## src/rtl/adc_trig_pkg.sv

```systemverilog
package adc_trig_pkg;
   localparam int ACT_BIT  = 7;
   localparam int TRIG_BIT = 6;

   typedef enum logic {
      SEL_CHAN = 1'b0,
      SEL_TRIG = 1'b1
   } reg_sel_e;

   typedef enum logic {
      TRIG_SOFT = 1'b0,
      TRIG_HARD = 1'b1
   } trig_mode_e;
endpackage

```

## src/rtl/adc_trig_regs.sv

```systemverilog
module adc_trig_regs
   import adc_trig_pkg::*;
#(
   parameter int CHAN_W = 5,
   parameter int DATA_W = 8
) (
   input  logic              clk,
   input  logic              rst_n,
   input  logic              reg_wr,
   input  logic              reg_addr,
   input  logic [DATA_W-1:0] reg_wdata,
   input  logic              active,
   output logic [CHAN_W-1:0] chan,
   output logic              trig_sel,
   output logic              wr_chan,
   output logic [DATA_W-1:0] reg_rdata
);
   localparam logic [CHAN_W-1:0] CODE_OFF = '1;

   assign wr_chan = reg_wr && (reg_sel_e'(reg_addr) == SEL_CHAN);

   always_ff @(posedge clk or negedge rst_n) begin
      if (!rst_n) begin
         chan     <= CODE_OFF;
         trig_sel <= TRIG_SOFT;
      end else if (reg_wr) begin
         if (reg_sel_e'(reg_addr) == SEL_CHAN)
            chan <= reg_wdata[CHAN_W-1:0];
         else
            trig_sel <= reg_wdata[TRIG_BIT];
      end
   end

   always_comb begin
      reg_rdata = '0;
      if (reg_sel_e'(reg_addr) == SEL_TRIG) begin
         reg_rdata[ACT_BIT]  = active;
         reg_rdata[TRIG_BIT] = trig_sel;
      end else begin
         reg_rdata[CHAN_W-1:0] = chan;
      end
   end
endmodule

```

## src/rtl/adc_trig_edge.sv

```systemverilog
module adc_trig_edge #(
   parameter int SYNC_STAGES = 0
) (
   input  logic clk,
   input  logic rst_n,
   input  logic hw_in,
   output logic rise
);
   logic lvl;
   logic lvl_q;

   generate
      if (SYNC_STAGES == 0) begin : g_direct
         assign lvl = hw_in;
      end else begin : g_sync
         logic [SYNC_STAGES-1:0] sr;
         always_ff @(posedge clk or negedge rst_n) begin
            if (!rst_n) begin
               sr <= '0;
            end else begin
               sr[0] <= hw_in;
               for (int i = 1; i < SYNC_STAGES; i++) sr[i] <= sr[i-1];
            end
         end
         assign lvl = sr[SYNC_STAGES-1];
      end
   endgenerate

   always_ff @(posedge clk or negedge rst_n) begin
      if (!rst_n) lvl_q <= 1'b0;
      else        lvl_q <= lvl;
   end

   assign rise = lvl && !lvl_q;
endmodule

```

## src/rtl/adc_trig_seq.sv

```systemverilog
module adc_trig_seq
   import adc_trig_pkg::*;
#(
   parameter int CHAN_W = 5,
   parameter int RES_W  = 10
) (
   input  logic              clk,
   input  logic              rst_n,
   input  logic              wr_chan,
   input  logic [CHAN_W-1:0] new_chan,
   input  logic [CHAN_W-1:0] cur_chan,
   input  logic              trig_sel,
   input  logic              hw_rise,
   input  logic              conv_done,
   input  logic [RES_W-1:0]  conv_result,
   output logic              conv_start,
   output logic              active,
   output logic [RES_W-1:0]  data_out
);
   logic new_off, cur_off, nxt_start, nxt_active, take_res;

   assign new_off = &new_chan;
   assign cur_off = &cur_chan;

   always_comb begin
      if (wr_chan) begin
         nxt_start  = (trig_sel == TRIG_SOFT) && !new_off;
         nxt_active = nxt_start;
      end else begin
         nxt_start  = (trig_sel == TRIG_HARD) && hw_rise && !active && !cur_off;
         nxt_active = nxt_start || (active && !conv_done);
      end
   end

   assign take_res = active && conv_done && !wr_chan;

   always_ff @(posedge clk or negedge rst_n) begin
      if (!rst_n) begin
         conv_start <= 1'b0;
         active     <= 1'b0;
         data_out   <= '0;
      end else begin
         conv_start <= nxt_start;
         active     <= nxt_active;
         if (take_res) data_out <= conv_result;
      end
   end
endmodule

```

## src/rtl/adc_trig_ctrl.sv

```systemverilog
module adc_trig_ctrl #(
   parameter int CHAN_W      = 5,
   parameter int DATA_W      = 8,
   parameter int RES_W       = 10,
   parameter int SYNC_STAGES = 0
) (
   input  logic              clk,
   input  logic              rst_n,
   input  logic              reg_wr,
   input  logic              reg_addr,
   input  logic [DATA_W-1:0] reg_wdata,
   output logic [DATA_W-1:0] reg_rdata,
   input  logic              hw_trig,
   output logic              conv_start,
   output logic [CHAN_W-1:0] conv_chan,
   input  logic              conv_done,
   input  logic [RES_W-1:0]  conv_result,
   output logic [RES_W-1:0]  data_out
);
   generate
      if (DATA_W < 8) begin : g_bad_data
         $error("DATA_W must hold bits 7 and 6");
      end
      if (CHAN_W < 2 || CHAN_W > DATA_W) begin : g_bad_chan
         $error("CHAN_W out of range");
      end
      if (RES_W < 1) begin : g_bad_res
         $error("RES_W must be positive");
      end
      if (SYNC_STAGES < 0 || SYNC_STAGES > 4) begin : g_bad_sync
         $error("SYNC_STAGES must be 0 to 4");
      end
   endgenerate

   logic conv_active;
   logic trig_sel;
   logic wr_chan;
   logic hw_rise;

   adc_trig_regs #(.CHAN_W(CHAN_W), .DATA_W(DATA_W)) u_regs (
      .clk(clk), .rst_n(rst_n), .reg_wr(reg_wr), .reg_addr(reg_addr),
      .reg_wdata(reg_wdata), .active(conv_active), .chan(conv_chan),
      .trig_sel(trig_sel), .wr_chan(wr_chan), .reg_rdata(reg_rdata)
   );

   adc_trig_edge #(.SYNC_STAGES(SYNC_STAGES)) u_edge (
      .clk(clk), .rst_n(rst_n), .hw_in(hw_trig), .rise(hw_rise)
   );

   adc_trig_seq #(.CHAN_W(CHAN_W), .RES_W(RES_W)) u_seq (
      .clk(clk), .rst_n(rst_n), .wr_chan(wr_chan),
      .new_chan(reg_wdata[CHAN_W-1:0]), .cur_chan(conv_chan),
      .trig_sel(trig_sel), .hw_rise(hw_rise), .conv_done(conv_done),
      .conv_result(conv_result), .conv_start(conv_start),
      .active(conv_active), .data_out(data_out)
   );
endmodule

```

## config.mk

```make
export PLATFORM = sky130hd
export DESIGN_NAME = adc_trig_ctrl
export DESIGN_NICKNAME = d
export VERILOG_FILES = /design/src/rtl/adc_trig_pkg.sv /design/src/rtl/adc_trig_regs.sv /design/src/rtl/adc_trig_edge.sv /design/src/rtl/adc_trig_seq.sv /design/src/rtl/adc_trig_ctrl.sv
export SDC_FILE = /design/constraint.sdc
export NUM_CORES = 1
export LEC_CHECK = 0
export BUFFER_PORTS_ARGS = -buffer_cell sky130_fd_sc_hd__buf_2
export CAP_MARGIN = 15
export CORE_MARGIN = 5
export CORE_UTILIZATION = 45
export DETAILED_ROUTE_END_ITERATION = 7
export PLACE_DENSITY = 0.85
export SETUP_SLACK_MARGIN = 0.1
export SLEW_MARGIN = 20
export SYNTH_ARGS = -nofsm -noshare
export SYNTH_HDL_FRONTEND = slang
export SYNTH_SLANG_ARGS = --single-unit
```

## constraint.sdc

```tcl
create_clock -name clk -period 2.85 [get_ports clk]
set_clock_uncertainty 0.05 [all_clocks]
set_input_delay 0.1425 -clock clk [delete_from_list [all_inputs] [get_ports clk]]
set_output_delay 0.1425 -clock clk [all_outputs]
set_load 0.1 [all_outputs]
```

==> flow_metrics.py, run 1 <==
metrics = {
    "floorplan": {
        "ios": 48,
        "dieArea_um2": 2810,
        "core-area_um2": 1750,
        "rows": 15,
        "chipHeight_um": 53.0,
        "start_util_pct": 47.6,
        "dieWidth_um": 53.0,
    },
    "sta": {
        "fmax_mhz": 634,
        "rsz0062_at_grt": "no",
        "maxSlewHeadroom_pct": 66.2,
        "period_share_pct": 55.3,
        "tns_ns": 0,
        "timing.hold.ws_ns": 0.00984,
        "setup_viol": 0,
        "worstMarginPinSlew_ns": 0.506,
        "hold_violations": 0,
        "drv_slew": 0,
        "min_period_ns": 1.58,
    },
    "global_routing": {
        "grt_pass1_vias": 690,
        "antenna_found_initial": 0,
        "grt_usage_pct": 14.4,
        "grt_pass1_wl_um": 2950,
        "grt_max_degree": 20,
        "grt_overflow": 0,
    },
    "finish": {
        "drive_above_1_share_pct": 55.9,
        "final_cells": 143,
        "diodes": 0,
        "final_nets": 143,
        "postLayoutCoreUtil_pct": 65.4,
        "area_growth_syn_to_layout_pct": 37.3,
    },
    "hold_path": {
        "hold_path.class": "input pin to register",
        "hp-start": "reg_wdata[4]",
        "min_path_cells": 3,
        "min_to": "u_regs.chan[4]$_DFFE_PN1N_",
    },
    "routing": {
        "ant_nets": 0,
        "first_pass_iters": 4,
        "wl_um": 1850,
        "drc": 0,
        "wl_per_cell_um": 12.9,
        "vias": 688,
        "avgViaCountPerCell": 4.81,
        "initialDrtViolationCount": 3,
    },
    "clock_network": {
        "post_cts_resized": 0,
        "clk_latency_ns": 0.28,
        "clock_sink_count": 19,
        "cts_tree": "done",
        "cts_max_level": 1,
        "root_buffer": "clkbuf_4",
        "hold_buffers": 5,
        "cts_buffers": 3,
        "cts_max_path_buffers": 2,
        "clk_pin_slew_ns": 0.10,
        "postCtsSetupRepairBufs": 0,
    },
    "worst_setup_path": {
        "crit_required_ns": 2.66,
        "startpoint_type": "register",
        "cp_max_fo": 4,
        "timing.rr.start": "u_regs.chan[2]$_DFFE_PN1N_",
        "reg2reg_to": "u_seq.active$_DFF_PN0_",
        "r2r_cells": 3,
        "arrival_ns": 1.38,
        "path_class": "register to output pin",
        "r2r_slack_ns": 1.41,
        "crit_path_end_kind": "output pin",
    },
    "yosys": {
        "synth_area_leaders": "dfrtp_1 42%, dfstp_2 16%, mux2_2 15%, nand2_1 7.7%, and2b_1 4.5%",
        "synthesis.nets": 91,
        "seq_area_frac_synth_pct": 58.0,
        "ys_async_sr_fraction_pct": 100,
        "avgSynthCellArea_um2": 12.4,
        "netlist_area_um2": 831,
        "synthFlopType": "dfrtp_1",
        "post-synth-top-count-cell": "nand2_1",
        "synth_top_area_cell": "dfrtp_1",
        "synthTopCellsByCount": "17 x nand2_1, 14 x dfrtp_1, 11 x mux2_2",
        "synth_edf_count": 0,
        "yosysWarnings": 0,
        "netlist_instances": 67,
        "synth_top_area_share_pct": 42.2,
        "ys_ff_latch": 19,
        "ys_types": 20,
    },
    "power_and_ir_drop": {
        "vdd_drop_max_mv": 0.680,
        "p_per_area_nw_per_um2": 1110,
        "power_frac_comb_pct": 59.7,
        "power.switching_w": 0.000746,
        "power_w": 0.00127,
        "p_seq_share_pct": 30.1,
        "switching_share_pct": 59.0,
        "clkPwrFrac_pct": 10.2,
        "total_leakage_power_nw": 0.612,
        "p_int_w": 0.000519,
    },
    "run": {
        "maxCapViolations": 0,
    },
    "placed_design": {
        "dp_hpwl_um": 1420,
        "port_buffers": 44,
        "dp.cells": 134,
        "place.gp.congestion": 0.769,
    },
    "status": {
        "status": "complete, no violations",
    },
}
[worst max path at each step]
stage	to	start	slack (ns)
4_1_cts	reg_rdata[3]	u_regs.chan[3]$_DFFE_PN1N_	1.26
3_3_place_gp	u_seq.active$_DFF_PN0_	u_regs.chan[2]$_DFFE_PN1N_	1.48
5_1_grt	reg_rdata[2]	u_regs.chan[2]$_DFFE_PN1N_	1.22
6_report	reg_rdata[2]	u_regs.chan[2]$_DFFE_PN1N_	1.27
3_5_place_dp	u_seq.active$_DFF_PN0_	u_regs.chan[2]$_DFFE_PN1N_	1.42
2_1_floorplan	reg_rdata[4]	u_regs.chan[4]$_DFFE_PN1N_	1.02
[worst max-delay path, cell delays in order (launching register included)]
cell and delay [ns]:
dfstp_2 0.57, and2b_1 0.12, buf_2 0.41
[sequential cells by signal (all words and copies together), names as in the netlist]
| register | flops |
|---|---|
| u_regs.trig_sel | 1 |
| u_seq.data_out | 10 |
| u_regs.chan | 5 |
| u_seq.conv_start | 1 |
| u_edge.lvl_q | 1 |
| u_seq.active | 1 |
[cells by family after synthesis]
kind of cell / after synthesis / share of synthesized area (%)
AOI/OAI and AO/OA: 4 / 4.22
DFF: 19 / 58.0
and+or+nand+nor: 30 / 20.2
buffers and inverters: 2 / 2.26
muxes: 11 / 14.9
other: 1 / 0.451
[final cells by class]
cell class	count	area, um^2
Clock buffer	3	22.5
Multi-Input combinational cell	46	330
Sequential cell	19	482
Tap cell	25	31.3
Fill cell	158	604
Timing Repair Buffer	49	270
Clock inverter	1	5.00
[metrics by stage]
| step | cell area (um^2) | setup WS, ns |
|---|---|---|
| after floorplan | 831 | 1.02 |
| after global placement | 1060 | 1.48 |
| after detailed placement | 1060 | 1.42 |
| after CTS | 1140 | 1.26 |
| after global routing | 1140 | 1.22 |
| final | 1140 | 1.27 |
[routing by layer]
metal  part of all wire (%)  wire length, um  track usage (%)
met5                      0                0                0
met4                    4.3               80             11.5
met3                    4.7               86             1.69
met2                     56             1030             26.4
met1                     35              649             14.5
[power by group through the flow]
stage          Clock [W]  Combinational [W]  Sequential [W]
6_report        0.000129           0.000755        0.000381
5_1_grt         0.000147           0.000778        0.000391
4_1_cts         0.000136           0.000759        0.000382
3_5_place_dp           0           0.000754        0.000387
3_3_place_gp           0           0.000747        0.000384
2_1_floorplan          0           0.000154        0.000870
[cell usage in the layout (no fill, tap or decap), drive strengths merged]
cell and n:
and2b 5, a21o 1, a311oi 1, nand2b 1, dlygate4sd3 5, a2111oi 1, nor2b 1, dfstp 5
nand2 17, dfrtp 14, clkinv 1, nor3b 1, mux2 11, nand3 1, a211o 1, conb 1
and4 1, and3 1, clkbuf 3, buf 44, and2 2
No activity file was read; power rests on OpenSTA's default activity.
==> run 2, diff against run 1 <==
--- a/config.mk
+++ b/config.mk
@@ -8,9 +8,9 @@
 export BUFFER_PORTS_ARGS = -buffer_cell sky130_fd_sc_hd__buf_2
 export CAP_MARGIN = 15
 export CORE_MARGIN = 5
-export CORE_UTILIZATION = 45
+export CORE_UTILIZATION = 42
 export DETAILED_ROUTE_END_ITERATION = 7
-export PLACE_DENSITY = 0.85
+export PLACE_DENSITY = 0.8
 export SETUP_SLACK_MARGIN = 0.1
 export SLEW_MARGIN = 20
 export SYNTH_ARGS = -nofsm -noshare
==> constraint.sdc (replaced) <==
create_clock -name clk -period 1.6 [get_ports clk]
set_clock_uncertainty 0.05 [all_clocks]
set_input_delay 0.08 -clock clk [delete_from_list [all_inputs] [get_ports clk]]
set_output_delay 0.08 -clock clk [all_outputs]
set_load 0.1 [all_outputs]
==> run 2 against run 1 <==
Sequential share of layout area shrank 5.6 points. Highest routed layer is now met3. Via count is 7.0% higher. Count of clock-buffer cells in the layout increased by 1. Critical path depth is the same.
==> flow_metrics.py, run 2 (synthesized netlist as in run 1, its figures left out) <==
metrics = {
    "status": {
        "status": "complete, no violations",
    },
    "routing": {
        "drc": 0,
        "wl_per_cell_um": 13.1,
        "ant_nets": 0,
        "avgViaCountPerCell": 4.66,
        "wl_um": 2070,
        "first_pass_iters": 4,
        "vias": 736,
        "initialDrtViolationCount": 3,
    },
    "run": {
        "maxCapViolations": 0,
    },
    "floorplan": {
        "dieWidth_um": 54.5,
        "start_util_pct": 43.2,
        "ios": 48,
        "core-area_um2": 1920,
        "dieArea_um2": 2970,
        "chipHeight_um": 54.5,
        "rows": 16,
    },
    "clock_network": {
        "cts_tree": "done",
        "clk_latency_ns": 0.28,
        "root_buffer": "clkbuf_4",
        "cts_max_path_buffers": 2,
        "cts_buffers": 3,
        "postCtsSetupRepairBufs": 0,
        "clk_pin_slew_ns": 0.10,
        "clock_sink_count": 19,
        "cts_max_level": 1,
    },
    "sta": {
        "setup_viol": 0,
        "fmax_mhz": 700,
        "timing.final.ws_setup_ns": 0.172,
        "drv_slew": 0,
        "tns_ns": 0,
        "hold_violations": 0,
        "timing.hold.ws_ns": 0.0883,
        "period_share_pct": 89.2,
        "min_period_ns": 1.43,
        "rsz0062_at_grt": "no",
    },
    "placed_design": {
        "preCtsSetupSlack_ns": 0.226,
        "port_buffers": 44,
        "dp_hpwl_um": 1460,
        "place.gp.congestion": 0.738,
    },
    "power_and_ir_drop": {
        "total_leakage_power_nw": 0.675,
        "vdd_drop_max_mv": 1.37,
        "p_per_area_nw_per_um2": 1720,
        "power_w": 0.00233,
    },
    "global_routing": {
        "grt_max_degree": 20,
        "antenna_found_initial": 0,
        "grt_pass1_vias": 814,
        "grt_pass1_wl_um": 3330,
        "grt_usage_pct": 15.4,
        "grt_overflow": 0,
    },
    "worst_setup_path": {
        "cp_max_fo": 4,
        "crit_required_ns": 1.47,
        "crit_chain": "and2_1 > buf_2",
        "path_buf_inv": 1,
        "crit_path_end_kind": "output pin",
        "arrival_ns": 1.30,
        "max_stage_delay_ns": 0.45,
        "path_class": "register to output pin",
        "startpoint_type": "register",
        "cp_slowest_cell": "dfrtp_1",
        "crit_family": "flip-flops",
    },
    "hold_path": {
        "hold_path.class": "input pin to register",
    },
    "finish": {
        "top_register": "u_seq.data_out",
        "final_common_cell": "buf_2",
        "area_growth_syn_to_layout_pct": 63.1,
        "drive_above_1_share_pct": 54.2,
        "largest_register_ffs": 10,
        "reg_top3": "u_seq.data_out x10, u_regs.chan x5",
        "final_cell_mix": "35 x buf_2, 18 x dlygate4sd3_1, 17 x nand2_1",
        "diodes": 0,
        "final_nets": 156,
    },
}
[run 2: changes by cell type in the layout (fill, tap and decap cells not counted), sizes merged]
cell | before | now
clkbuf | 3 | 8
clkinv | 1 | 0
dlygate4sd3 | 5 | 18
buf | 44 | 40
[run 2: what timing repair did]
action	4_1_cts	5_1_grt
hold buffers	18	0
endpoints found under the hold margin	36	0
gates resized for setup	3	6
endpoints found under the setup margin	3	6
[run 2: cell type report]
cell class                      count  area, um^2
Fill cell                         157         567
Sequential cell                    19         497
Timing Repair Buffer               62         455
Multi-Input combinational cell     46         343
Tap cell                           27        33.8
Clock buffer                        4        26.3
[run 2: power breakdown]
part / total (W) / internal [W] / switching [W]
clock network: 0.000231 / 0.0000966 / 0.000134
registers: 0.000695 / 0.000624 / 0.0000717
logic: 0.00140 / 0.000267 / 0.00113
[run 2: worst paths after layout]
check | from | end | slack (ns) | cells past startpoint
max | u_seq.active$_DFF_PN0_ | reg_rdata[7] | 0.17 | 2
max in group asynchronous | rst_n | u_regs.chan[1]$_DFFE_PN1N_ | 0.97 | 2
min in group asynchronous | rst_n | u_seq.data_out[6]$_DFFE_PN0P_ | 0.20 | 2
max reg2reg | u_regs.chan[2]$_DFFE_PN1N_ | u_seq.active$_DFF_PN0_ | 0.22 | 3
min | reg_wr | u_regs.trig_sel$_DFFE_PN0P_ | 0.09 | 3
min reg2reg | u_regs.chan[4]$_DFFE_PN1N_ | u_regs.chan[4]$_DFFE_PN1N_ | 0.45 | 2
[run 2: worst min-delay path, stage by stage]
cell and delay (ns):
buf_2 0.11, nand2_1 0.06, mux2_2 0.14
[run 2: metrics by stage]
step	cells	cell area (um^2)	utilization, %
6_report	158	1360	70.5
5_1_grt	158	1360	70.5
4_1_cts	158	1340	69.6
3_5_place_dp	136	1120	58.5
3_3_place_gp	136	1120	58.5
2_1_floorplan	67	858	-
[run 2: routing by layer]
metal / GRT usage (%) / share of wire, % / routed length [um]
met1: 16.2 / 37 / 767
met5: 0 / 0 / 0
met3: 4.36 / 9.1 / 189
met2: 30.9 / 54 / 1110
met4: 1.24 / 0 / 0
==> run 3, diff against run 2 <==
--- a/config.mk
+++ b/config.mk
@@ -5,12 +5,13 @@
 export SDC_FILE = /design/constraint.sdc
 export NUM_CORES = 1
 export LEC_CHECK = 0
+export ABC_AREA = 1
 export BUFFER_PORTS_ARGS = -buffer_cell sky130_fd_sc_hd__buf_2
 export CAP_MARGIN = 15
 export CORE_MARGIN = 5
-export CORE_UTILIZATION = 42
+export CORE_UTILIZATION = 44
 export DETAILED_ROUTE_END_ITERATION = 7
-export PLACE_DENSITY = 0.8
+export PLACE_DENSITY = 0.81
 export SETUP_SLACK_MARGIN = 0.1
 export SLEW_MARGIN = 20
 export SYNTH_ARGS = -nofsm -noshare
==> run 3 against run 2 <==
Core utilization grew 4.9 points. Sequential power increased by 3%. Routed wire length increased by 27%. Combinational power increased by 9%. Sequential cell count did not move. Clock power is 7% higher. Die area grew 7.6%. Global-route usage increased by 1.9 points. Critical path type unchanged. Highest routed layer is now met4.
==> flow_metrics.py, run 3 <==
metrics = {
    "finish": {
        "diodes": 0,
        "final_common_cell": "buf_2",
        "final_cell_mix": "34 x buf_2, 19 x dlygate4sd3_1, 14 x inv_1, 14 x dfrtp_1",
        "reg_top3": "u_seq.data_out x10, u_regs.chan x5",
        "largest_register_ffs": 10,
        "area_growth_syn_to_layout_pct": 60.2,
        "final_area_um2": 1530,
        "final_nets": 190,
        "drive_above_1_share_pct": 52.7,
        "top_register": "u_seq.data_out",
    },
    "sta": {
        "min_period_ns": 1.43,
        "fmax_mhz": 700,
        "drv_slew": 0,
        "setup_viol": 0,
        "period_share_pct": 89.3,
        "rsz0062_at_grt": "no",
        "tns_ns": 0,
        "hold_violations": 0,
    },
    "run": {
        "maxCapViolations": 0,
    },
    "yosys": {
        "avgSynthCellArea_um2": 9.33,
        "ys_types": 19,
        "synth_top_area_cell": "dfrtp_1",
        "synth_top_area_share_pct": 36.8,
        "post-synth-top-count-cell": "inv_1",
        "ys_ff_latch": 19,
        "seq_area_frac_synth_pct": 50.6,
        "netlist_area_um2": 952,
        "synth_area_leaders": "dfrtp_1 37%, dfstp_2 14%, o21ai_2 9.2%, inv_1 7.1%, nand2_2 6.6%",
        "ys_async_sr_fraction_pct": 100,
        "synth_edf_count": 0,
        "netlist_instances": 102,
        "synthesis.nets": 126,
        "yosysWarnings": 0,
        "synthTopCellsByCount": "18 x inv_1, 14 x dfrtp_1, 14 x nor2_1",
        "synthFlopType": "dfrtp_1",
    },
    "routing": {
        "drc": 0,
        "ant_nets": 0,
        "avgViaCountPerCell": 4.57,
        "initialDrtViolationCount": 8,
        "vias": 877,
        "wl_per_cell_um": 13.6,
        "wl_um": 2620,
        "first_pass_iters": 4,
    },
    "global_routing": {
        "grt_util_met2_pct": 34.7,
        "grt_pass1_vias": 936,
        "busiest_layer": "met2",
        "grt_overflow": 0,
        "use_met1_pct": 17.1,
        "grt_usage_pct": 17.3,
        "antenna_found_initial": 0,
        "gr-usage-met3_pct": 2.75,
        "grt_max_degree": 21,
        "grt_pass1_wl_um": 4330,
    },
    "clock_network": {
        "clock_sink_count": 19,
        "cts_buffers": 3,
        "cts_max_path_buffers": 2,
        "cts_max_level": 1,
        "clk_latency_ns": 0.29,
        "clk_pin_slew_ns": 0.11,
        "root_buffer": "clkbuf_4",
        "cts_tree": "done",
    },
    "worst_setup_path": {
        "cp_max_fo": 3,
        "crit_chain": "inv_2 > nor2_4 > buf_12",
        "startpoint_type": "register",
        "crit_family": "flip-flops",
        "max_stage_delay_ns": 0.65,
        "arrival_ns": 1.30,
        "path_buf_inv": 2,
        "path_class": "register to output pin",
        "crit_required_ns": 1.47,
        "crit_path_end_kind": "output pin",
        "cp_slowest_cell": "dfstp_4",
    },
    "placed_design": {
        "place_area_um2": 1290,
        "port_buffers": 44,
        "place.gp.congestion": 0.735,
        "dp_hpwl_um": 1700,
    },
    "floorplan": {
        "chipHeight_um": 56.5,
        "core-area_um2": 2020,
        "dieArea_um2": 3190,
        "dieWidth_um": 56.5,
        "ios": 48,
        "rows": 16,
        "start_util_pct": 47.1,
    },
    "power_and_ir_drop": {
        "p_seq_share_pct": 28.8,
        "switching_share_pct": 58.9,
        "total_leakage_power_nw": 0.796,
        "clkPwrFrac_pct": 10.0,
        "power_frac_comb_pct": 61.2,
        "power_w": 0.00248,
        "p_per_area_nw_per_um2": 1620,
        "p_int_w": 0.00102,
        "power.switching_w": 0.00146,
        "vdd_drop_max_mv": 1.23,
    },
    "status": {
        "status": "complete, no violations",
    },
    "hold_path": {
        "hold_path.class": "input pin to register",
    },
}
-- run 3: changes by cell type in the layout (fill, tap and decap cells not counted), sizes merged, moves of 4 or more --
cell,delta
a21oi,+6
inv,+20
o21ai,+11
mux2,-11
nor2,+14
and2b,-5
nand2,+4
clkbuf,-4
buf,+4
-- run 3: routing by layer --
layer	vias to the layer above	wire (um)
met5	-	0
met2	27	1550
met1	415	914
met4	0	62
li1	429	-
met3	6	86
-- run 3: final timing paths --
path                                                from  slack (ns)  cells after the start                       endpoint
setup / recovery              u_regs.chan[1]$_DFFE_PN1N_        0.17                      3                   reg_rdata[1]
hold / removal                                 conv_done        0.07                      3         u_seq.active$_DFF_PN0_
setup reg to reg              u_regs.chan[3]$_DFFE_PN1N_        0.41                      5         u_seq.active$_DFF_PN0_
hold reg to reg            u_seq.data_out[9]$_DFFE_PN0P_        0.45                      2  u_seq.data_out[9]$_DFFE_PN0P_
max in group asynchronous                          rst_n        0.93                      2     u_regs.chan[3]$_DFFE_PN1N_
min in group asynchronous                          rst_n        0.23                      2         u_edge.lvl_q$_DFF_PN0_
-- run 3: repair_timing --
| item | CTS | global route |
|---|---|---|
| gates resized for setup | 4 | 1 |
| pin swaps | 0 | 0 |
| hold endpoints to repair | 36 | 1 |
| hold buffers | 18 | 1 |
| buffers inserted | 0 | 0 |
| endpoints found under the setup margin | 4 | 1 |
-- run 3: worst reg2reg max path, stage by stage, from the launching register on --
cell     delay [ns]
dfstp_4        0.64
nand2_1        0.07
nor2_1         0.11
nand2_1        0.07
nand2_1        0.08
nand3_1        0.07
-- run 3: metrics by stage --
step / utilization [%] / hold WS, ns / instances / setup WS (ns)
6_report: 75.4 / 0.0733 / 192 / 0.171
5_1_grt: 75.4 / 0.0731 / 192 / 0.120
4_1_cts: 74.8 / 0.00221 / 191 / 0.102
3_5_place_dp: 64.0 / -0.00521 / 169 / 0.428
3_3_place_gp: 64.0 / -0.0123 / 169 / 0.440
2_1_floorplan: - / -0.266 / 102 / 0.107
-- run 3: kinds of logic after synthesis --
family                 Yosys count  synth area share (%)
flip-flops                      19                  50.6
buffers and inverters           25                  13.7
AND/OR/NAND/NOR                 39                  21.8
AO/OA/AOI/OAI                   18                  13.5
other                            1                 0.394
-- run 3: power by group through the flow --
stage	Clock (W)	Combinational, W	Sequential, W
4_1_cts	0.000254	0.00151	0.000712
6_report	0.000247	0.00152	0.000713
3_5_place_dp	0	0.00147	0.000719
3_3_place_gp	0	0.00145	0.000710
5_1_grt	0.000276	0.00157	0.000727
2_1_floorplan	0	0.000388	0.00154
-- run 3: cell type report --
type / count / area, um^2
clock buffers: 3 / 22.5
clock inverters: 1 / 5.00
fillers: 153 / 497
inverters: 20 / 80.1
multi-input cells: 58 / 378
flip-flops and latches: 19 / 500
well taps: 27 / 33.8
repair buffers: 64 / 505
